**src/rtl/nco_sq_pkg.sv**
```systemverilog
package nco_sq_pkg;

  typedef enum logic {
    OUT_RAW  = 1'b0,
    OUT_HALF = 1'b1
  } out_mode_e;

  typedef struct packed {
    logic from_nco;
    logic from_guard;
  } toggle_src_t;

  function automatic logic any_src(input toggle_src_t s);
    return s.from_nco | s.from_guard;
  endfunction

endpackage

```
**src/rtl/nco_phase_accum.sv**
```systemverilog
module nco_phase_accum #(
  parameter int WORD_W = 14,
  parameter int ACC_W  = 20
) (
  input  logic              clk,
  input  logic              rst,
  input  logic              tick,
  input  logic              load,
  input  logic [WORD_W-1:0] word_in,
  output logic              carry_pulse
);
  localparam int PAD_W = ACC_W - WORD_W;

  logic [ACC_W-1:0] step_q;
  logic [ACC_W-1:0] phase_q;
  logic [ACC_W:0]   sum;

  assign sum = {1'b0, phase_q} + {1'b0, step_q};

  always_ff @(posedge clk) begin
    if (rst) begin
      step_q      <= '0;
      phase_q     <= '0;
      carry_pulse <= 1'b0;
    end else begin
      if (load) step_q <= {{PAD_W{1'b0}}, word_in};
      if (tick) phase_q <= sum[ACC_W-1:0];
      carry_pulse <= tick & sum[ACC_W];
    end
  end
endmodule

```
**src/rtl/nco_idle_guard.sv**
```systemverilog
module nco_idle_guard #(
  parameter int LIMIT = 1000000
) (
  input  logic clk,
  input  logic rst,
  input  logic arm,
  input  logic restart,
  output logic fire
);
  localparam int CNT_W = $clog2(LIMIT + 1);
  localparam logic [CNT_W-1:0] LAST = CNT_W'(LIMIT - 1);

  logic [CNT_W-1:0] cnt_q;

  assign fire = arm && (cnt_q == LAST);

  always_ff @(posedge clk) begin
    if (rst || !arm || restart) cnt_q <= '0;
    else                        cnt_q <= cnt_q + 1'b1;
  end
endmodule

```
**src/rtl/nco_toggle_stage.sv**
```systemverilog
module nco_toggle_stage
  import nco_sq_pkg::*;
(
  input  logic        clk,
  input  logic        rst,
  input  logic        enable,
  input  toggle_src_t src,
  output logic        state_q,
  output logic        evt
);
  assign evt = enable & any_src(src);

  always_ff @(posedge clk) begin
    if (rst || !enable) state_q <= 1'b0;
    else                state_q <= state_q ^ evt;
  end
endmodule

```
**src/rtl/nco_square_gen.sv**
```systemverilog
module nco_square_gen
  import nco_sq_pkg::*;
#(
  parameter int WORD_W     = 14,
  parameter int ACC_W      = 20,
  parameter int WDOG_LIMIT = 1000000
) (
  input  logic              clk,
  input  logic              rst,
  input  logic              ref_tick,
  input  logic              load_word,
  input  logic [WORD_W-1:0] freq_word,
  input  logic              div_en,
  output logic              nco_pulse,
  output logic              wave_out
);
  out_mode_e   mode;
  toggle_src_t src;
  logic        guard_fire;
  logic        toggle_evt;
  logic        half_q;

  assign mode = out_mode_e'(div_en);

  nco_phase_accum #(.WORD_W(WORD_W), .ACC_W(ACC_W)) u_acc (
    .clk(clk), .rst(rst), .tick(ref_tick), .load(load_word),
    .word_in(freq_word), .carry_pulse(nco_pulse)
  );

  nco_idle_guard #(.LIMIT(WDOG_LIMIT)) u_guard (
    .clk(clk), .rst(rst), .arm(mode == OUT_HALF),
    .restart(toggle_evt), .fire(guard_fire)
  );

  assign src.from_nco   = nco_pulse;
  assign src.from_guard = guard_fire;

  nco_toggle_stage u_tog (
    .clk(clk), .rst(rst), .enable(mode == OUT_HALF),
    .src(src), .state_q(half_q), .evt(toggle_evt)
  );

  assign wave_out = (mode == OUT_HALF) ? half_q : nco_pulse;
endmodule

```
**config.mk**
```make
export PLATFORM = sky130hd
export DESIGN_NAME = nco_square_gen
export DESIGN_NICKNAME = d
export VERILOG_FILES = /design/src/rtl/nco_sq_pkg.sv /design/src/rtl/nco_phase_accum.sv /design/src/rtl/nco_idle_guard.sv /design/src/rtl/nco_toggle_stage.sv /design/src/rtl/nco_square_gen.sv
export SDC_FILE = /design/constraint.sdc
export NUM_CORES = 1
export LEC_CHECK = 0
export BUFFER_PORTS_ARGS = -buffer_cell sky130_fd_sc_hd__buf_4
export CAP_MARGIN = 20
export CORE_MARGIN = 1.5
export CORE_UTILIZATION = 64
export CTS_CLUSTER_DIAMETER = 100
export CTS_CLUSTER_SIZE = 28
export DETAILED_ROUTE_END_ITERATION = 8
export PLACE_DENSITY_LB_ADDON = 0.08
export SYNTH_ARGS = -nofsm -noshare
export SYNTH_HDL_FRONTEND = slang
export SYNTH_SLANG_ARGS = --single-unit
```
**constraint.sdc**
```tcl
create_clock -name clk -period 4.7 [get_ports clk]
set_clock_uncertainty 0.1 [all_clocks]
set_input_delay 0.235 -clock clk [delete_from_list [all_inputs] [get_ports clk]]
set_output_delay 0.235 -clock clk [all_outputs]
set_load 0.01 [all_outputs]
```
==> run metrics <==
outcome complete, no violations; area leader, netlist dfxtp_1; setup TNS 0 ns; die area 5024 µm²; list of most frequent post-synthesis cells dfxtp_1, nor2_1, a21oi_1, mux2i_1, nand2_1; RSZ-0062 raised after global routing false; DRC Markers 0; row count 24; layout net count 383; crit-path max FO 7; P_leak 1.325 nW; ranking of synthesized cells by area dfxtp_1, mux2i_1, ha_1; top-area cell type share of the netlist area 38.01%; Req. time, crit path 4.78 ns; layout cells sized above 1 10.60%; Crit Path Category reg -> reg; Mean Syn Cell Area 8.883 µm²; Synth-to-Final Area Change 8.994%; Post-CTS Setup Bufs 0; Post-synth EDFFs 0; final WL 5510 µm; Clock Sinks 56; post-synth design cell area 2949 µm²; Data arrival, critical path 2.51 ns; worst hold-check path type in -> reg; post-synthesis sequential area ratio 38.01%; hold path start freq_word[3]; worst skew pair latency 0.30 ns; number of global-route vias before repair 2,332; asr flop ratio synth 0%; largest net degree at the start of global routing 43; Post-Syn Nets 367; initial antenna violation count 0; Setup crit start kind flop; Clock Path Buffers 2; Synth Warn # 0; routability cong. 0.7773; Die Y-Extent 70.88 µm; #FFs+latches synth 56; H-tree depth 2; GR Util All Layers 23.66%; TritonCTS buffer count 5; first-pass GRT wire length 9825 µm; hold_buf cts 0; worst slew pin tran 0.9295 ns; DR iter-0 viols 149; Util after Layout 73.32%; peak supply drop 0.2053 mV; reg-to-reg critical path endpoint u_acc.phase_q[16]; wire per inst 13.74 µm; synthesized instance count 332; CTS tree built; Final Max Slew Viols 0; total power 0.0008735 W; Die Wd 70.88 µm; Root Driver clkbuf_8; Fmax 0.4121 GHz; count leader, synth dfxtp_1; Clock transition at path regs 0.10 ns; Final ANT Viol Nets 0; Slew headroom 37.46%; hold endpoint u_acc.step_q[3]; DR vias 2,383; r2r setup slk 2.27 ns; Post-DP HPWL 4009 µm; antenna diode instance count 0; Final Setup Violations 0; GRT overflow 0; Initial Utilization 67.27%; period utilisation layout 51.63%; Max Cap Viol 0; drt via density 5.943; core box area 4384 µm²; hold depth 3; drt pass-1 iters 4; Main synth FF type dfxtp_1; PD cells 271.8 nW/µm²; Fin. Hold Viols 0; Tmin final 2.427 ns; Layout fillers 358; count of input and output buffers 20; Worst Reg-to-Reg Cells 7; Yosys cell types 51; CTS resizes 0; RR Startpoint u_acc.phase_q[0]; io pins 21; crit end category flop
[per-layer routing]
layer	routed length, µm	share of wire (%)	global-route usage, %
met4	0	0	6.289
met5	0	0	0
met2	2699	49	41.02
met1	2633	48	30.22
met3	177	3.2	4.558
[sequential cells by signal, indices dropped and copies added, names as in the netlist]
register and cells:
u_acc.phase_q 20, u_guard.cnt_q 20, u_acc.step_q 14, u_acc.carry_pulse 1
u_tog.state_q 1
[worst max path at each step]
| stage | slack, ns | end | start | depth (start not counted) |
|---|---|---|---|---|
| after floorplan | 2.53 | u_acc.phase_q[18] | u_acc.phase_q[0] | 7 |
| after global placement | 2.39 | u_acc.phase_q[18] | u_acc.phase_q[0] | 7 |
| after detailed placement | 2.28 | u_acc.phase_q[16] | u_acc.phase_q[0] | 7 |
| after CTS | 2.26 | u_acc.phase_q[16] | u_acc.phase_q[0] | 7 |
| after global routing | 2.07 | u_acc.phase_q[16] | u_acc.phase_q[0] | 7 |
| final | 2.27 | u_acc.phase_q[16] | u_acc.phase_q[0] | 7 |
[cells in the final DEF, fill, tap and decap left out, drive strengths merged, types with 2 or more instances in the layout]
cell type	Yosys	routed
nand3	10	10
nand4	8	8
a21o	9	9
nand2b	5	5
nor2b	4	4
o22ai	2	2
nor3	5	5
clkinv	0	2
clkbuf	8	5
nand2	17	17
o21bai	2	2
xnor2	10	10
o211ai	10	10
o21ai	9	9
a22oi	3	3
nor3b	4	4
ha	15	15
inv	9	10
nor2	45	45
or4	3	3
buf	3	20
and4	3	3
and3	6	6
a21oi	21	21
o31ai	3	3
and2	2	2
o21a	2	2
xor2	15	15
nor4b	3	3
a211oi	6	6
dfxtp	56	56
mux2i	19	19
[where the power goes]
| group | switching (W) | internal, W |
|---|---|---|
| Clock | 0.000156 | 0.000107 |
| Sequential | 0.0000108 | 0.000491 |
| Combinational | 0.0000601 | 0.0000491 |
| Total | 0.000226 | 0.000647 |
[cell families (layout without fill, tap and decap cells)]
group           Yosys count  count (layout)  synth area share [%]
xor+xnor                 25              25                 7.425
fa+ha+maj                16              16                 7.043
buf+inv                  20              37                 2.546
simple gates            121             121                 20.92
mux                      20              20                 6.831
flops                    56              56                 38.01
compound gates           74              74                 17.23
[through the flow]
step	hold WS [ns]	cells	cell area, µm²	setup slack, ns
6_report	0.06041	401	3214	2.273
5_1_grt	0.05958	401	3214	2.071
4_1_cts	0.05594	401	3214	2.262
3_5_place_dp	0.3552	393	3123	2.284
3_3_place_gp	0.3504	393	3123	2.390
2_1_floorplan	0.2823	332	2949	2.528
[worst max-delay path, stage by stage, from the launching register on]
cell	delay (ns)
dfxtp_1	0.33
ha_1	0.23
fa_1	0.43
a211oi_1	0.37
o211ai_2	0.18
a211oi_2	0.40
or4_1	0.19
a21oi_1	0.06
[final cells by class]
cell class              count  area, µm²  area share (%)
multi-input cells         256       1753           54.53
clock buffers               5      68.82           2.141
flip-flops and latches     56       1121           34.88
clock inverters             3      22.52          0.7007
inverters                   9      33.78           1.051
repair buffers             20      150.1           4.671
well taps                  52      65.06           2.024
(Power assumes the default switching activity.)
